==> src/rtl/pstep_pkg.sv <==
package pstep_pkg;

  typedef struct packed {
    logic       div_mode;
    logic [1:0] sel;
  } ratio_cfg_t;

  // Steps per output period for a given ratio setting.
  function automatic int unsigned res_of(ratio_cfg_t cfg, int unsigned base);
    if (!cfg.div_mode) return base;
    case (cfg.sel)
      2'b00:   return base * 8;
      2'b01:   return base * 16;
      default: return base * 32;
    endcase
  endfunction

  // One step with wrap: up from mod-1 goes to 0, down from 0 goes to mod-1.
  function automatic int unsigned step_index(int unsigned idx, int unsigned modulus, logic up);
    if (up) return (idx + 1 == modulus) ? 0 : idx + 1;
    return (idx == 0) ? modulus - 1 : idx - 1;
  endfunction

endpackage

==> src/rtl/pstep_edge_sync.sv <==
module pstep_edge_sync #(
  parameter int STAGES = 2
) (
  input  logic clk,
  input  logic rst_n,
  input  logic async_in,
  output logic sync_out,
  output logic rise
);
  logic [STAGES:0] sh;

  always_ff @(posedge clk or negedge rst_n) begin
    if (!rst_n) sh <= '0;
    else        sh <= {sh[STAGES-1:0], async_in};
  end

  assign sync_out = sh[STAGES-1];
  assign rise     = sh[STAGES-1] & ~sh[STAGES];
endmodule

==> src/rtl/pstep_skip_gate.sv <==
module pstep_skip_gate #(
  parameter int SKIP_PERIOD = 32,
  localparam int CNT_W = $clog2(SKIP_PERIOD)
) (
  input  logic clk,
  input  logic rst_n,
  input  logic req,
  input  logic restart,
  output logic apply,
  output logic skip_hit
);
  localparam logic [CNT_W-1:0] LAST = CNT_W'(SKIP_PERIOD - 1);
  logic [CNT_W-1:0] cnt_q;

  assign skip_hit = req && !restart && (cnt_q == LAST);
  assign apply    = req && !restart && (cnt_q != LAST);

  always_ff @(posedge clk or negedge rst_n) begin
    if (!rst_n)       cnt_q <= '0;
    else if (restart) cnt_q <= '0;
    else if (req)     cnt_q <= (cnt_q == LAST) ? '0 : cnt_q + CNT_W'(1);
  end
endmodule

==> src/rtl/pstep_phase_index.sv <==
module pstep_phase_index #(
  parameter int IDX_W = 14,
  parameter int MOD_W = 14
) (
  input  logic             clk,
  input  logic             rst_n,
  input  logic             apply,
  input  logic             up,
  input  logic             clear,
  input  logic [MOD_W-1:0] modulus,
  output logic [IDX_W-1:0] idx,
  output logic             stb,
  output logic             stb_up
);
  logic [IDX_W-1:0] idx_next;

  assign idx_next = IDX_W'(pstep_pkg::step_index(int'(unsigned'(idx)),
                                                 int'(unsigned'(modulus)), up));

  always_ff @(posedge clk or negedge rst_n) begin
    if (!rst_n) begin
      idx    <= '0;
      stb    <= 1'b0;
      stb_up <= 1'b0;
    end else begin
      stb    <= apply && !clear;
      stb_up <= up;
      if (clear)      idx <= '0;
      else if (apply) idx <= idx_next;
    end
  end
endmodule

==> src/rtl/pstep_accum.sv <==
module pstep_accum #(
  parameter int BASE_RES    = 384,
  parameter int SKIP_PERIOD = 32,
  parameter int SYNC_STAGES = 2,
  localparam int MAX_RES = BASE_RES * 32,
  localparam int MOD_W   = $clog2(MAX_RES + 1),
  localparam int IDX_W   = $clog2(MAX_RES)
) (
  input  logic             clk,
  input  logic             rst_n,
  input  logic             step_req,
  input  logic             step_dir,
  input  logic             aligner_on,
  input  logic             div_mode,
  input  logic [1:0]       ratio_sel,
  input  logic             idx_clear,
  output logic [IDX_W-1:0] phase_idx,
  output logic             upd_stb,
  output logic             upd_adv
);
  import pstep_pkg::*;

  logic       step_sync, step_rise;
  logic       dir_sync, dir_rise;
  logic       req, apply, skip_hit;
  logic       cfg_chg, clear_any;
  ratio_cfg_t cfg_in, cfg_q;
  logic [MOD_W-1:0] cur_mod;

  pstep_edge_sync #(.STAGES(SYNC_STAGES)) u_step_sync (
    .clk(clk), .rst_n(rst_n), .async_in(step_req),
    .sync_out(step_sync), .rise(step_rise));

  pstep_edge_sync #(.STAGES(SYNC_STAGES)) u_dir_sync (
    .clk(clk), .rst_n(rst_n), .async_in(step_dir),
    .sync_out(dir_sync), .rise(dir_rise));

  assign cfg_in  = '{div_mode: div_mode, sel: ratio_sel};
  assign cfg_chg = (cfg_in != cfg_q);

  always_ff @(posedge clk or negedge rst_n) begin
    if (!rst_n) cfg_q <= '0;
    else        cfg_q <= cfg_in;
  end

  assign cur_mod   = MOD_W'(res_of(cfg_q, BASE_RES));
  assign req       = step_rise && aligner_on;
  assign clear_any = idx_clear || cfg_chg;

  pstep_skip_gate #(.SKIP_PERIOD(SKIP_PERIOD)) u_skip (
    .clk(clk), .rst_n(rst_n), .req(req), .restart(cfg_chg),
    .apply(apply), .skip_hit(skip_hit));

  pstep_phase_index #(.IDX_W(IDX_W), .MOD_W(MOD_W)) u_idx (
    .clk(clk), .rst_n(rst_n), .apply(apply), .up(dir_sync),
    .clear(clear_any), .modulus(cur_mod),
    .idx(phase_idx), .stb(upd_stb), .stb_up(upd_adv));

endmodule

==> config.mk <==
export PLATFORM = sky130hd
export DESIGN_NAME = pstep_accum
export DESIGN_NICKNAME = d
export VERILOG_FILES = /design/src/rtl/pstep_pkg.sv /design/src/rtl/pstep_edge_sync.sv /design/src/rtl/pstep_skip_gate.sv /design/src/rtl/pstep_phase_index.sv /design/src/rtl/pstep_accum.sv
export SDC_FILE = /design/constraint.sdc
export NUM_CORES = 1
export LEC_CHECK = 0
export BUFFER_PORTS_ARGS = -buffer_cell sky130_fd_sc_hd__buf_2
export CELL_PAD_IN_SITES_DETAIL_PLACEMENT = 0
export CELL_PAD_IN_SITES_GLOBAL_PLACEMENT = 1
export CORE_ASPECT_RATIO = 0.75
export CORE_MARGIN = 2
export CORE_UTILIZATION = 25
export CTS_BUF_LIST = sky130_fd_sc_hd__clkbuf_4 sky130_fd_sc_hd__clkbuf_8
export CTS_CLUSTER_DIAMETER = 50
export DETAILED_ROUTE_END_ITERATION = 8
export GPL_TIMING_DRIVEN = 0
export HOLD_SLACK_MARGIN = 0.1
export PLACE_DENSITY = 0.57
export SLEW_MARGIN = 20
export SYNTH_ARGS = -nofsm -noshare
export SYNTH_HDL_FRONTEND = slang
export SYNTH_HIERARCHICAL = 1
export SYNTH_SLANG_ARGS = --single-unit
==> constraint.sdc <==
create_clock -name clk -period 4.1 [get_ports clk]
set_input_delay 0.205 -clock clk [delete_from_list [all_inputs] [get_ports clk]]
set_output_delay 0.205 -clock clk [all_outputs]
set_load 0.02 [all_outputs]
==> flow_results.org, run 1 <==
** GRT
- Entering global routing, the biggest net connects 30 pins.
- Number of global-route vias before repair :: 2439
- The number of antenna violations at the first check in global routing was 0.
- Wire length of the first global-routing pass :: 14600 um
- Global routing consumed, over all layers together, between 15 and 20% of the routing resources.
- After global routing the overflow that remains totals 0.

** Cells and area
- Of the cells placed in the final design, the portion with a size suffix greater than 1 is 17.5%.
- In the layout the commonest cells are nor2_1, conb_1, dfrtp_1.
- Final net count :: 413
- Multi-input gate area in the final layout :: 1850 sq um
- Once layout is done, the placed cells without fillers occupy around 3300 sq um.
- Relative to the synthesized area, the layout overhead comes to 21.8%.
- The number of antenna diodes in the final layout is 0.
- Fill cells in the final layout number 1143.
- Cells fill 31.7% of the core in the end.
- In the final layout, flip-flops and latches occupy slightly above 700 sq um.

** Logic synthesis
- During synthesis, Yosys emitted a total of 6 warnings.
- After technology mapping, the gate count stands at 329.
- Avg Cell Area, Syn :: approximately 8.2 sq um
- Synthesized cell area :: 2710 sq um

** Route
- Avg WL per Cell :: 17.4 um
- In the routed design, unresolved DRC markers number 0.
- Detail Route met3 WL :: about 450 um
- Wires add up to 9310 um.
- First-pass iteration count of the detailed router :: 4
- Routed met2 length :: around 3600 um
- Routed Antenna Nets :: 0
- Post-detailed-route via-to-cell ratio :: about 5
- Routed metal-1 wire length :: 5270 um
- The first routing iteration left 211 violations.
- Count of vias placed by the detailed router :: 2749
- Top Metal Used :: met4

** CTS
- TritonCTS built the clock tree.
- Buffer type at the clock tree root :: clkbuf_8
- The later pin in the worst-skew pair is clocked with a latency of roughly 0.29 ns.
- Clock-pin slew was measured on the worst setup and hold paths at 0.07 ns.
- Counting along the longest clock path gives a buffer depth of 2.
- Clock tree synthesis found a total of 29 sinks.
- Counting the buffers created by CTS gives 5.
- CTS built an H-tree with a depth of 2.

** Run status
- The flow ran to the end, and the final reports show no timing, DRC or antenna violations.

** Critical path
- Kind of end point of the critical path :: flip-flop
- Worst path cell trace :: ha_1 > and3_1 > ha_1 > nand2b_4 > nor2_1 > clkbuf_1 > clkinv_1 > nor3_1 > nand2_1 > o221ai_1
- The worst setup path is launched from a flip-flop.
- In this run the worst setup path begins at u_skip/cnt_q[0].
- The worst register-to-register path begins at u_skip/cnt_q[0].
- Setup slack on the worst reg-to-reg path comes out at 0.35 ns.
- Reg-to-Reg End :: u_idx/idx[10]
- On the critical path, the stage with the largest delay is an instance of nor3_1.
- Most frequent cell on the critical path :: ha_1
- Among cell families on the critical path, the largest total delay comes from simple AND/OR/NAND/NOR gates.
- Of all nets on the critical path, the largest fanout is 10.
- Data on the critical path arrives at its endpoint at 3.95 ns.
- The critical path is of the reg -> reg type.
- Total stage count of the critical path :: 10
- FF-to-FF path depth :: 10
- In this run the worst setup path terminates at u_idx/idx[10].
- Max incr delay on CP :: approximately 0.73 ns
- Counting both buffers and inverters, the worst setup path holds a total of 2.
- Critical Path RT :: about 4.3 ns

** Place
- The count of buffers added on input and output ports is 24.
- Cell area reported after detailed placement :: between 3000 and 4000 sq um
- Placed wire-length estimate after detailed placement :: roughly 7000 um
- Routability-driven placement finished with a final weighted congestion of approximately 0.93.
- Post-placement worst setup slack :: -0.169 ns

** Timing
- Final-report hold violation count :: 0
- For the final database, setup skew stands at 0.00275 ns.
- Ratio of final minimum period to clock period :: between 90% and 100%
- Adding up every negative setup slack in the final design gives 0 ns.
- RSZ-0062 raised after global routing :: no
- Number of endpoints failing setup at the final stage :: 0
- The final max-slew violation count came to 0.
- Shortest clock period the worst path allows after layout :: 3.75 ns
- Derived from the worst setup path, the maximum achievable clock frequency is between 200 and 300 MHz.
- For the pin with the worst max-slew slack, the measured transition is 1.11 ns.
- Setup slack closes at around 0.35 ns.
- Headroom to the max-slew limit came out at 25.7%.

** Floorplan
- Starting utilization of the core area :: 26.0%
- Placeable core area :: 10400 sq um
- The die covers about 12000 sq um.
- Die X-Extent :: 124 um
- Row generation in the floorplan step produced 32 rows.
- From bottom edge to top edge, the die measures 94.2 um.
- During I/O placement, the number of pins put on the boundary was 25.

** Worst hold path
- The worst hold path was traced through 0 stages.
- Hold WC Path Type :: reg -> reg

** Power and ir drop
- LEAKAGE :: 1.35 nW
- For this design the ratio of total power to cell area is 198 nW/um^2.
- Maximum VDD drop :: about 120 uV
- Post-layout total power :: 0.652 mW

** Flow run
- Max capacitance violation total :: 0
-- flip-flops by register name (all words and copies together), names as in the netlist --
register,count
u_idx/idx,14
u_skip/cnt_q,5
cfg_q,3
u_step_sync/sh,3
u_dir_sync/sh,2
u_idx/stb,1
u_idx/stb_up,1
-- layout make-up --
| class | count | share of cell area (%) |
|---|---|---|
| clock buffer | 6 | 2.50 |
| tap | 136 | 5.16 |
| timing repair buffer | 33 | 6.14 |
| multi-input combinational | 293 | 56.1 |
| clock inverter | 2 | 0.417 |
| sequential | 29 | 22.0 |
| buffer | 22 | 6.03 |
| inverter | 15 | 1.71 |
-- worst min path at each step --
stage               slack, ns              start           endpoint
floorplan               -0.09              rst_n           cfg_q[0]
global placement         0.30              rst_n      u_idx/idx[11]
detailed placement       0.30              rst_n      u_idx/idx[13]
CTS                      0.35  u_step_sync/sh[0]  u_step_sync/sh[1]
global route             0.36   u_dir_sync/sh[0]   u_dir_sync/sh[1]
finish                   0.35  u_step_sync/sh[0]  u_step_sync/sh[1]
-- where the power goes --
| group | switching [mW] | internal (mW) | leakage (nW) |
|---|---|---|---|
| sequential | 0.00357 | 0.291 | 0.384 |
| combinational | 0.0558 | 0.0355 | 0.910 |
| clock | 0.130 | 0.136 | 0.0512 |
-- repair_timing --
item	in CTS	in global routing
hold endpoints to repair	34	0
hold buffers	6	0
resized for setup	1	0
pin swaps	0	1
setup buffers	0	3
setup endpoints to repair	3	1
-- metrics by stage --
stage	std cells	hold slack (ns)
6_report	536	0.351
5_1_grt	536	0.363
4_1_cts	533	0.353
3_5_place_dp	519	0.303
3_3_place_gp	519	0.304
2_1_floorplan	359	-0.0906
-- metal layers --
| layer | vias up | track usage, % |
|---|---|---|
| met2 | 90 | 22.3 |
| met3 | 2 | 2.96 |
| met1 | 1329 | 25.7 |
| met4 | 0 | 3.00 |
| met5 | - | 0 |
| li1 | 1328 | - |
Note: power is estimated with default switching activity, not from simulation.
==> run 2: changes to the inputs <==
==> constraint.sdc (replaced) <==
create_clock -name clk -period 3.5 [get_ports clk]
set_input_delay 0.175 -clock clk [delete_from_list [all_inputs] [get_ports clk]]
set_output_delay 0.175 -clock clk [all_outputs]
set_load 0.02 [all_outputs]
==> run 2 against run 1 <==
Critical endpoint unchanged. Largest cell class unchanged. Cell area is 1.6% higher. Non-clock buffer count is 1 higher. Core utilization rose by 0.52 points.
==> flow_results.org, run 2 (synthesis gave the netlist of run 1 again) <==
** Critical path
- The critical path data required time is 3.70 ns (-0.60 ns).
- The delay of the slowest cell on the worst path is 0.51 ns (-0.22 ns).
- Highest net fanout along the worst path :: 9 (-1)
- Crit path max-delay family :: simple AND/OR/NAND/NOR gates
- The worst setup path is captured at a flip-flop.
- Buffering stage count on the worst path with inverters included :: 4 (+2)
- The startpoint identified for the worst register-to-register timing path is u_idx/idx[0].
- In this run the critical register-to-register path is captured at u_idx/idx[10].
- The critical path is of the reg -> reg type.
- Worst path cell trace :: buf_8 > inv_1 > ha_1 > or4b_4 > nor4_4 > buf_6 > mux2i_2 > ha_2 > inv_1 > or3_4 > nor2_2 > a211oi_1 > or3_1 > o221ai_1
- Register-to-register path setup slack :: 0.17 ns (-0.17 ns)
- Critical path's slowest cell :: or4b_4
- By instance count, the cell type seen most on the critical path is inv_1.
- Critical Path AT :: 3.53 ns (-0.42 ns)
- The worst setup path is launched from a flip-flop.
- The cell count of the worst reg-to-reg path is 14 (+4).

** Worst hold path
- Hold Path End :: u_step_sync/sh[1]
- Hold WC Path Type :: reg -> reg
- Start point of the worst hold path :: u_step_sync/sh[0]
- The count of cells along the worst hold path is 0 (unchanged).

** Timing
- Achievable frequency :: 301 MHz (+13%)
- Setup skew after layout :: 0.0106 ns (+0.00786 ns)
- Setup repair after global routing left no endpoint under its margin.
- The transition time of the tightest slew-check pin came to 0.742 ns (-0.363 ns).
- The final hold slack was 0.349 ns (-0.00136 ns).
- Shortest clock period the worst path allows after layout :: 3.33 ns (-0.427 ns)
- Slew Limit Headroom :: 50.5% (+25 points)
- The total negative slack was 0 ns (unchanged).
- The final hold violation count was 0 (unchanged).
- Ratio of final minimum period to clock period :: 95.0% (+3.5 points)
- Number of endpoints failing setup at the final stage :: 0 (unchanged)
- The final max-slew violation count came to 0 (unchanged).

** Cells and area
- The final standard cell utilization of the core was 32.2% (+0.52 points).
- Final net count :: 414 (+0.24%)
- The summed area of non-filler cells in the final layout was 3350 sq um (+1.6%).
- The antenna diode instance count was 0 (unchanged).
- The fraction of final layout cells sized beyond drive strength 1 came to 20.7% (+3.2 points).
- Ranked by flip-flop count, first place goes to u_idx/idx.
- The largest registers in the layout are u_idx/idx: 14 flops, u_skip/cnt_q: 5 flops.
- Relative to the synthesized area, the layout overhead comes to 23.8%.
- The library cells used most frequently in the layout, excluding fill and tap cells, are conb_1, nor2_1, dfrtp_1.
- The number of flip-flops in the largest register is 14 (unchanged).
- Most frequent standard cell in the layout excluding fill and tap cells :: conb_1
- Fill cell instance count of the final layout :: 1133 (-0.87%)
- Register area :: 727 sq um (+0.17%)
- Multi-input gate area in the final layout :: 1890 sq um (+2.2%)

** Route
- Violation count after the first detailed-route iteration :: 179 (-15%)
- Post-detailed-route via-to-cell ratio :: 5.00 (-2.6%)
- DRT Wirelength :: 9400 um (+0.97%)
- Routed Antenna Nets :: 0 (unchanged)
- First-pass iteration count of the detailed router :: 5 (+1)
- Count of vias placed by the detailed router :: 2683 (-2.4%)
- The remaining routing DRC violations was 0 (unchanged).
- The average wire length per cell after detail routing came to 17.5 um (+0.78%).

** GRT
- The first-pass GRT wire length came to 14600 um (+0.14%).
- The overflow left after global routing is 0 (unchanged).
- Total Routing Usage GR :: 16.5% (+0.30 points)
- The largest net degree at the start of global routing is 30 (unchanged).
- Number of global-route vias before repair :: 2393 (-1.9%)
- The number of antenna violations at the first check in global routing was 0 (unchanged).

** Floorplan
- Count of boundary I/O pins :: 25 (unchanged)
- Count of standard-cell rows :: 32 (unchanged)
- Placeable core area :: 10400 sq um (unchanged)
- The horizontal die dimension is 124 um (unchanged).
- The die area was 11700 sq um (unchanged).
- The height of the die came to 94.2 um (unchanged).
- Starting utilization of the core area :: 26.0% (unchanged)

** Place
- Placed wire-length estimate after detailed placement :: 7020 um (+1.4%)
- Final estimated routing congestion in global placement :: 0.888 (-4.4%)
- The instance area after placement came to 3130 sq um (+0.44%).
- IO buf count :: 24 (unchanged)

** CTS
- The largest buffer count on any clock path was 2 (unchanged).
- Number of levels the H-tree was split into :: 2 (unchanged)
- The clock-pin slew on the worst setup and hold paths was 0.08 ns (about the same).
- TritonCTS built the clock tree.
- CTS placed an instance of clkbuf_8 at the clock tree root.
- Number of buffers created by CTS :: 5 (unchanged)
- The number of clock sinks seen by CTS was 29 (unchanged).
- Source-to-sink clock delay at the later pin of the worst-skew pair :: 0.30 ns (about the same)

** Flow run
- The count of max-cap constraint violations is 0 (unchanged).

** Power and ir drop
- The peak ir drop on the vdd network was 204 uV (+66%).
- The areal power density over the cells was 230 nW/um^2 (+16%).
- The standby leakage power is 1.35 nW (+0.32%).
- Post-layout total power :: 0.770 mW (+18%)

** Run status
- The run finished with clean final reports.
[run 2: power by group]
| part | internal, mW | switching [mW] |
|---|---|---|
| combinational | 0.0432 | 0.0671 |
| clock | 0.159 | 0.156 |
| sequential | 0.340 | 0.00423 |
[run 2: how the worst max path moves through the flow]
stage               cells after the start    startpoint            end
floorplan                              14  u_idx/idx[0]  u_idx/idx[10]
global placement                       14  u_idx/idx[0]  u_idx/idx[10]
detailed placement                     14  u_idx/idx[0]  u_idx/idx[10]
CTS                                    14  u_idx/idx[0]  u_idx/idx[10]
global route                           14  u_idx/idx[0]   u_idx/idx[6]
finish                                 14  u_idx/idx[0]  u_idx/idx[10]
[run 2: cell type report]
cell class                 instances  share of cell area (%)
clock buffer                       6                    2.46
clock inverter                     2                   0.410
inverter                          15                    1.72
multi-input combinational        293                    56.4
sequential                        29                    21.7
tap                              136                    5.07
timing repair buffer              34                    6.27
buffer                            22                    6.01
[run 2: layer usage]
metal  share of wire (%)  GRT usage, %  wire length [um]
met1                  54          25.9              5070
met2                  38          21.6              3610
met3                 6.4          4.73               601
met4                 1.2          3.18               111
met5                   0             0                 0
[run 2: repair_timing]
action,in CTS,in global routing
buffers inserted,1,3
gates resized for setup,5,9
pin swaps,1,3
hold buffers,6,0
setup endpoints to repair,11,12
endpoints found under the hold margin,34,0
[run 2: through the flow]
stage | instances | setup slack, ns
after floorplan | 359 | 0.135
after global placement | 519 | -0.499
after detailed placement | 519 | -0.504
after CTS | 534 | -0.0305
after global routing | 537 | 0.00519
final | 537 | 0.174
[run 2: worst register-to-register path, cell delays in order, from the launching register on]
cell and delay (ns):
dfrtp_1 0.41, buf_8 0.15, inv_1 0.05, ha_1 0.16, or4b_4 0.51, nor4_4 0.19
buf_6 0.18, mux2i_2 0.24, ha_2 0.24, inv_1 0.07, or3_4 0.42, nor2_2 0.10
a211oi_1 0.05, or3_1 0.36, o221ai_1 0.08
